File: src/rtl/pvic_pkg.sv
package pvic_pkg;
  localparam int unsigned ADDR_W  = 8;
  localparam int unsigned VEC_W   = 10;
  localparam int unsigned VEC_LSB = 4;
  localparam int unsigned NUM_W   = VEC_W - VEC_LSB;
  localparam int unsigned LVL_W   = 3;
  localparam int unsigned MAX_SRC = 1 << NUM_W;

  localparam logic [ADDR_W-1:0] VEC_ADDR = 8'hFE;
  localparam logic [ADDR_W-1:0] CLR_ADDR = 8'hFF;

  // Per-source mode word, bit 4 edge, bit 3 active-low, bits 2:0 level
  typedef struct packed {
    logic             edgeMode;
    logic             activeLow;
    logic [LVL_W-1:0] lvl;
  } srcMode_t;

  localparam int unsigned MODE_W = $bits(srcMode_t);

  // Strobes from control to datapath
  typedef struct packed {
    logic modeWr;
    logic clrWr;
    logic vecHold;
  } ctrlStrb_t;
endpackage

File: src/rtl/pvic_ctrl.sv
module pvic_ctrl
  import pvic_pkg::*;
#(
  parameter int unsigned NUM_SRC = 64
) (
  input  logic              clk,
  input  logic              rstN,
  input  logic              regWrEn,
  input  logic              regRdEn,
  input  logic [ADDR_W-1:0] regAddr,
  input  logic              cpuAck,
  output ctrlStrb_t         strb,
  output logic              frozen
);
  logic vecRead;
  logic frozenQ;

  assign vecRead = regRdEn && (regAddr == VEC_ADDR);

  // Acknowledge takes precedence over a release in the same cycle
  always_ff @(posedge clk) begin
    if (!rstN)        frozenQ <= 1'b0;
    else if (cpuAck)  frozenQ <= 1'b1;
    else if (vecRead) frozenQ <= 1'b0;
  end

  always_comb begin
    strb.modeWr  = regWrEn && (int'(regAddr) < int'(NUM_SRC));
    strb.clrWr   = regWrEn && (regAddr == CLR_ADDR);
    strb.vecHold = cpuAck || frozenQ;
  end

  assign frozen = frozenQ;
endmodule

File: src/rtl/pvic_srcdet.sv
module pvic_srcdet
  import pvic_pkg::*;
(
  input  logic     clk,
  input  logic     rstN,
  input  logic     rawIn,
  input  srcMode_t mode,
  input  logic     clrHit,
  output logic     reqOut
);
  logic corrIn;
  logic prevQ;
  logic pendQ;
  logic enabled;
  logic edgeSet;

  assign corrIn  = rawIn ^ mode.activeLow;
  assign enabled = (mode.lvl != '0);
  assign edgeSet = enabled && mode.edgeMode && corrIn && !prevQ;

  always_ff @(posedge clk) begin
    if (!rstN) begin
      prevQ <= 1'b0;
      pendQ <= 1'b0;
    end else begin
      prevQ <= corrIn;
      // A fresh edge wins over a clear in the same cycle
      pendQ <= edgeSet || (pendQ && !clrHit);
    end
  end

  assign reqOut = enabled && (mode.edgeMode ? pendQ : corrIn);
endmodule

File: src/rtl/pvic_arbiter.sv
module pvic_arbiter
  import pvic_pkg::*;
#(
  parameter int unsigned NUM_SRC = 64
) (
  input  logic             reqVec [NUM_SRC],
  input  logic [LVL_W-1:0] lvlVec [NUM_SRC],
  output logic             anyReq,
  output logic [NUM_W-1:0] winIdx,
  output logic [LVL_W-1:0] winLvl
);
  // Scan from the top index down; ">=" lets a lower index take ties
  always_comb begin
    winLvl = '0;
    winIdx = '0;
    for (int i = NUM_SRC - 1; i >= 0; i--) begin
      if (reqVec[i] && (lvlVec[i] >= winLvl)) begin
        winLvl = lvlVec[i];
        winIdx = NUM_W'(i);
      end
    end
    anyReq = (winLvl != '0);
  end
endmodule

File: src/rtl/pvic_datapath.sv
module pvic_datapath
  import pvic_pkg::*;
#(
  parameter int unsigned NUM_SRC = 64
) (
  input  logic               clk,
  input  logic               rstN,
  input  ctrlStrb_t          strb,
  input  logic [NUM_SRC-1:0] irqIn,
  input  logic [ADDR_W-1:0]  regAddr,
  input  logic [VEC_W-1:0]   regWrData,
  input  logic [LVL_W-1:0]   cpuMask,
  output logic [VEC_W-1:0]   regRdData,
  output logic [VEC_W-1:0]   vecOut,
  output logic               cpuReq,
  output logic [LVL_W-1:0]   cpuLevel
);
  srcMode_t         modeQ  [NUM_SRC];
  logic             reqVec [NUM_SRC];
  logic [LVL_W-1:0] lvlVec [NUM_SRC];
  logic [NUM_W-1:0] clrNum;
  logic             anyReq;
  logic [NUM_W-1:0] winIdx;
  logic [LVL_W-1:0] winLvl;
  logic [VEC_W-1:0] vecQ;
  logic [LVL_W-1:0] lvlQ;
  logic             reqQ;

  assign clrNum = regWrData[VEC_W-1:VEC_LSB];

  // Mode words
  always_ff @(posedge clk) begin
    for (int i = 0; i < int'(NUM_SRC); i++) begin
      if (!rstN)
        modeQ[i] <= '0;
      else if (strb.modeWr && (int'(regAddr) == i))
        modeQ[i] <= srcMode_t'(regWrData[MODE_W-1:0]);
    end
  end

  // Per-source detection
  for (genvar g = 0; g < int'(NUM_SRC); g++) begin : g_src
    logic clrHit;
    assign clrHit    = strb.clrWr && (clrNum == NUM_W'(g));
    assign lvlVec[g] = modeQ[g].lvl;

    pvic_srcdet det_i (
      .clk    (clk),
      .rstN   (rstN),
      .rawIn  (irqIn[g]),
      .mode   (modeQ[g]),
      .clrHit (clrHit),
      .reqOut (reqVec[g])
    );
  end

  pvic_arbiter #(.NUM_SRC(NUM_SRC)) arb_i (
    .reqVec (reqVec),
    .lvlVec (lvlVec),
    .anyReq (anyReq),
    .winIdx (winIdx),
    .winLvl (winLvl)
  );

  // Registered processor-facing outputs and vector register
  always_ff @(posedge clk) begin
    if (!rstN) begin
      vecQ <= '0;
      lvlQ <= '0;
      reqQ <= 1'b0;
    end else begin
      lvlQ <= winLvl;
      reqQ <= anyReq && (winLvl > cpuMask);
      if (!strb.vecHold)
        vecQ <= anyReq ? {winIdx, {VEC_LSB{1'b0}}} : '0;
    end
  end

  // Read mux
  always_comb begin
    regRdData = '0;
    if (regAddr == VEC_ADDR) begin
      regRdData = vecQ;
    end else begin
      for (int i = 0; i < int'(NUM_SRC); i++) begin
        if (int'(regAddr) == i)
          regRdData = {{(VEC_W-MODE_W){1'b0}}, modeQ[i]};
      end
    end
  end

  assign vecOut   = vecQ;
  assign cpuReq   = reqQ;
  assign cpuLevel = lvlQ;
endmodule

File: src/rtl/prio_vec_intc.sv
module prio_vec_intc
  import pvic_pkg::*;
#(
  parameter int unsigned NUM_SRC = 64
) (
  input  logic               clk,
  input  logic               rstN,
  input  logic [NUM_SRC-1:0] irqIn,
  input  logic               regWrEn,
  input  logic               regRdEn,
  input  logic [ADDR_W-1:0]  regAddr,
  input  logic [VEC_W-1:0]   regWrData,
  output logic [VEC_W-1:0]   regRdData,
  input  logic               cpuAck,
  input  logic [LVL_W-1:0]   cpuMask,
  output logic               cpuReq,
  output logic [LVL_W-1:0]   cpuLevel
);
  ctrlStrb_t        strb;
  logic             frozenW;
  logic             vecHoldW;
  logic [VEC_W-1:0] vecW;

  pvic_ctrl #(.NUM_SRC(NUM_SRC)) ctrl_i (
    .clk     (clk),
    .rstN    (rstN),
    .regWrEn (regWrEn),
    .regRdEn (regRdEn),
    .regAddr (regAddr),
    .cpuAck  (cpuAck),
    .strb    (strb),
    .frozen  (frozenW)
  );

  pvic_datapath #(.NUM_SRC(NUM_SRC)) dp_i (
    .clk       (clk),
    .rstN      (rstN),
    .strb      (strb),
    .irqIn     (irqIn),
    .regAddr   (regAddr),
    .regWrData (regWrData),
    .cpuMask   (cpuMask),
    .regRdData (regRdData),
    .vecOut    (vecW),
    .cpuReq    (cpuReq),
    .cpuLevel  (cpuLevel)
  );

  assign vecHoldW = strb.vecHold;
endmodule

File: config.mk
export PLATFORM = sky130hd
export DESIGN_NAME = prio_vec_intc
export DESIGN_NICKNAME = d
export VERILOG_FILES = /design/src/rtl/pvic_pkg.sv /design/src/rtl/pvic_ctrl.sv /design/src/rtl/pvic_srcdet.sv /design/src/rtl/pvic_arbiter.sv /design/src/rtl/pvic_datapath.sv /design/src/rtl/prio_vec_intc.sv
export SDC_FILE = /design/constraint.sdc
export NUM_CORES = 1
export LEC_CHECK = 0
export ABC_AREA = 1
export BUFFER_PORTS_ARGS = -buffer_cell sky130_fd_sc_hd__buf_4
export CORE_ASPECT_RATIO = 1.75
export CORE_MARGIN = 1.5
export CORE_UTILIZATION = 35
export DETAILED_ROUTE_END_ITERATION = 7
export PLACE_DENSITY = 0.56
export RECOVER_POWER = 50
export SYNTH_ARGS = -nofsm -noshare
export SYNTH_HDL_FRONTEND = slang
export SYNTH_SLANG_ARGS = --single-unit
export TNS_END_PERCENT = 1
File: constraint.sdc
create_clock -name clk -period 83.1 [get_ports clk]
set_input_delay 16.62 -clock clk [delete_from_list [all_inputs] [get_ports clk]]
set_output_delay 16.62 -clock clk [all_outputs]
set_load 0.01 [all_outputs]
==> summary.md <==
| Metric | Value |
|---|---|
| Cells taking the most area after synthesis | `edfxtp_1, dfxtp_1, nor2_1` |
| Cell family contributing the most delay on the critical path | `simple AND/OR/NAND/NOR gates` |
| Clock latency on the worst-skew pair | `between 600 and 700 ps` |
| Global placement routability congestion | `approximately 0.92` |
| Count of final max-slew check failures | `100` |
| Required time of the critical path | `83580 ps` |
| Critical Path Start | `irqIn[63]` |
| DP Cell Count | `between 5k and 6k` |
| Num ports | `~100` |
| Sequential share of power | `around a third` |
| Clock sink count | `approximately 460` |
| Power density relative to cell area | `roughly 24 mW/mm^2` |
| Overall die height | `394 um` |
| Clock skew after layout | `roughly 32 ps` |
| Iteration-0 DRC count of the detailed router | `1936` |
| Failing checks | `max-capacitance violations, max-slew violations` |
| Clk network pwr share | `a little over a quarter` |
| Worst-case headroom to the max-slew limit | `-120%` |
| Crit path max-delay cell type | `ha_4` |
| Most used cell along the critical path | `nand2_1` |
| Cell at the root of the clock tree | `clkbuf_16` |
| Max stage delay on crit path | `~330 ps` |
| Static power due to leakage | `approximately 15 nW` |
| Final setup violation count | `0` |
| Die Area | `slightly below 0.09 mm^2` |
| Overall Power | `~0.81 mW` |
| Resized cells post-CTS | `0` |
| Count of unique library cells instantiated by Yosys | `60` |
| Clock slew at reported path FFs | `60 ps` |
| Count of antenna-violating nets left after detailed routing | `0` |
| Total clock buffers created by CTS | `45` |
| Final hold violations | `0` |
| Crit path launch type | `input port` |
| CTS tree | `yes` |
| Effective utilization at floorplan | `35.2%` |
| Worst path setup slack after routing | `6570 ps` |
| Pin count of the biggest net entering global routing | `76` |
| Critical path fanouts, max | `9` |
| Leading cell type by number of instances after synthesis | `nor2_1` |
| Combinational cell fraction of total power | `between 30% and 40%` |
| GRT overflow | `0` |
| Most frequently used flop master after synthesis | `edfxtp_1` |
| Final critical-path required period | `76530 ps` |
| Detailed route wirelength on metal3 | `around 4.8 mm` |
| Number of buffers on the longest clock path | `3` |
| Transition time at the pin with the least slew margin | `~3300 ps` |
| Fraction of synthesized cell area taken by the top area cell type | `approximately a third` |
| Layout Cells excl Fill | `approximately 5.2k` |
| Total of warnings raised by yosys | `0` |
| Synthesized instance count | `slightly below 4k` |
| Number of synthesized flops with an enable pin | `320` |
| DRT Pass-1 Iters | `6` |
| Total vias in the final route | `around 27k` |
| Depth of the CTS H-tree | `2` |
| Share of synthesized flip-flops with an asynchronous set or reset | `0%` |
| First-pass GRT wire length | `around 160 mm` |
| Number of DRC violations after detailed routing | `0` |
| Top routing layer used | `met4` |
| Vias in the first global route | `approximately 27k` |
| Crit path arrival time | `~77000 ps` |
| Post-detailed-route wirelength per cell | `20.4 um` |
| Number of setup buffers added after CTS | `0` |
| Sequential area share after synthesis | `between 40% and 50%` |
| Metal1 wirelength | `between 30 and 40 mm` |
| Synthesized net count | `between 4k and 5k` |
| Core Rows | `143` |
| Final cycle utilization of the critical path | `between 90 and 100%` |
| Core footprint | `just under 0.09 mm^2` |
| Ranking of synthesized cells by instance count | `nor2_1, nand2_1, inv_1` |
| Buffer and inverter count on the worst path | `33` |
| Min-Delay Startpoint | `dp_i.vecOut[7]` |
| Synthesized flop and latch total | `~460` |
| Kind of capture point of the worst setup path | `flop` |
| Wirelength, routed | `between 100 and 150 mm` |
| Die width | `226 um` |
| Antenna violations before repair | `3` |
| Overall global routing resource usage | `23.6%` |
| Area growth from synthesis to layout | `11.9%` |
| Source of the worst register-to-register timing path | `dp_i.modeQ[1][158]` |
| Total of buffers placed on input and output ports | `between 100 and 150` |
| Number of max-cap violations | `2` |
| Sw Pwr | `about 0.32 mW` |
| Number of nets in the layout | `4204` |
| Post-CTS Hold Buffers | `0` |
| Average vias per placed instance | `between 5 and 6` |
| Fmax achieved | `0.0131 GHz` |
| Internal power contribution | `about 0.49 mW` |
| Synthesized area | `between 0.03 and 0.04 mm^2` |
| Layout cells sized above 1 | `approximately 16%` |
| Category of the critical setup timing path | `input port to flop` |
| Routed wire length on met2 | `55.9 mm` |
| Min-Delay Path Class | `flop to flop` |
| VDD IR-drop max | `0.0000146 V` |
| Net Sw Frac | `39.7%` |
| Mean cell area of the mapped netlist | `a little under 8 um^2` |
| Post-synthesis cell type with the largest combined area | `edfxtp_1` |
| Pre-CTS WS | `between 2000 and 2500 ps` |
| Sum of net half-perimeters after detailed placement | `79.7 mm` |
| Result of the run | `finished, violations left` |
sequential cells by signal (all words and copies together), names as in the netlist:
signal / flops
dp_i.cpuLevel: 3
dp_i.modeQ: 320
dp_i.vecOut: 6
dp_i.g_src.det_i.pendQ: 64
ctrl_i.frozen: 1
dp_i.cpuReq: 1
dp_i.g_src.det_i.prevQ: 64
through the flow:
stage | hold slack [ps] | util [%] | TNS, ps | cell area (um^2)
2_1_floorplan | 440 | - | 0 | 30500
3_3_place_gp | 453 | 37.6 | 0 | 32500
3_5_place_dp | 460 | 37.6 | 0 | 32500
4_1_cts | 469 | 39.3 | 0 | 34100
5_1_grt | 490 | 39.4 | -99.3 | 34100
6_report | 466 | 39.4 | 0 | 34100
layout by cell type, fill, tap and decap left out, types with 7 or more instances in the layout:
cell type and count:
clkbuf_1 13, a21oi_1 169, nand3_4 27, nor2_1 586, xnor2_1 61, o2111ai_1 9
o21ai_2 13, dfxtp_1 139, nand2_2 151, a21oi_4 9, inv_2 65, o21ai_1 45
o22ai_1 28, o21ai_0 351, nor3_1 75, edfxtp_1 320, ha_1 69, nand2_4 64
nand3b_1 13, clkinv_2 10, nand2_1 538, nand3_1 355, nand3_2 113, nand4_1 11
inv_1 527, buf_4 108, o221ai_1 14, clkbuf_16 47, o211ai_1 47, nor2_2 7
worst register-to-register path, delay by kind of cell, from the launching register on:
kind,cells,cell delay (ps)
AND/OR/NAND/NOR,306,27790
adder cells (fa/ha/maj),64,18210
AO/OA/AOI/OAI,87,12270
buffers and inverters,32,2050
flip-flops,1,400
layer usage:
layer | vias to the layer above | track usage, %
met3 | 233 | 2.10
met5 | - | 0
met1 | 13100 | 25.5
met4 | 0 | 13.7
met2 | 722 | 44.1
li1 | 13400 | -
cell type report:
class / count / area [um^2]
repair buffers: 118 / 852
fillers: 9101 / 52500
inverters: 596 / 2250
clock buffers: 53 / 1220
well taps: 1160 / 1450
multi-input cells: 2824 / 15600
clock inverters: 31 / 305
diodes: 4 / 10.0
flip-flops and latches: 459 / 12400
power groups by stage:
stage | registers [mW] | logic (mW) | clock network [mW]
after detailed placement | 0.273 | 0.312 | 0
final | 0.268 | 0.319 | 0.219
after global placement | 0.273 | 0.310 | 0
after floorplan | 0.269 | 0.240 | 0
after global routing | 0.269 | 0.355 | 0.229
after CTS | 0.268 | 0.314 | 0.223
worst paths after layout:
path                    end  slack [ps]  depth (start not counted)
max             dp_i.cpuReq        6570                        490
min          dp_i.vecOut[7]         470                          2
max reg2reg     dp_i.cpuReq       22280                        489
min reg2reg  dp_i.vecOut[7]         470                          2
cell families (layout without fill, tap and decap cells):
group                    count (synthesis)  in the layout  synth area share, %
AO/OA/AOI/OAI                          734            734                 13.7
XOR/XNOR                                62             62                 1.78
adder cells (fa/ha/maj)                 70             70                 2.87
buffers and inverters                  677            798                 8.39
flip-flops                             459            459                 40.6
other                                    0              4                    0
AND/OR/NAND/NOR                       1958           1958                 32.6
(Power assumes the default switching activity.)
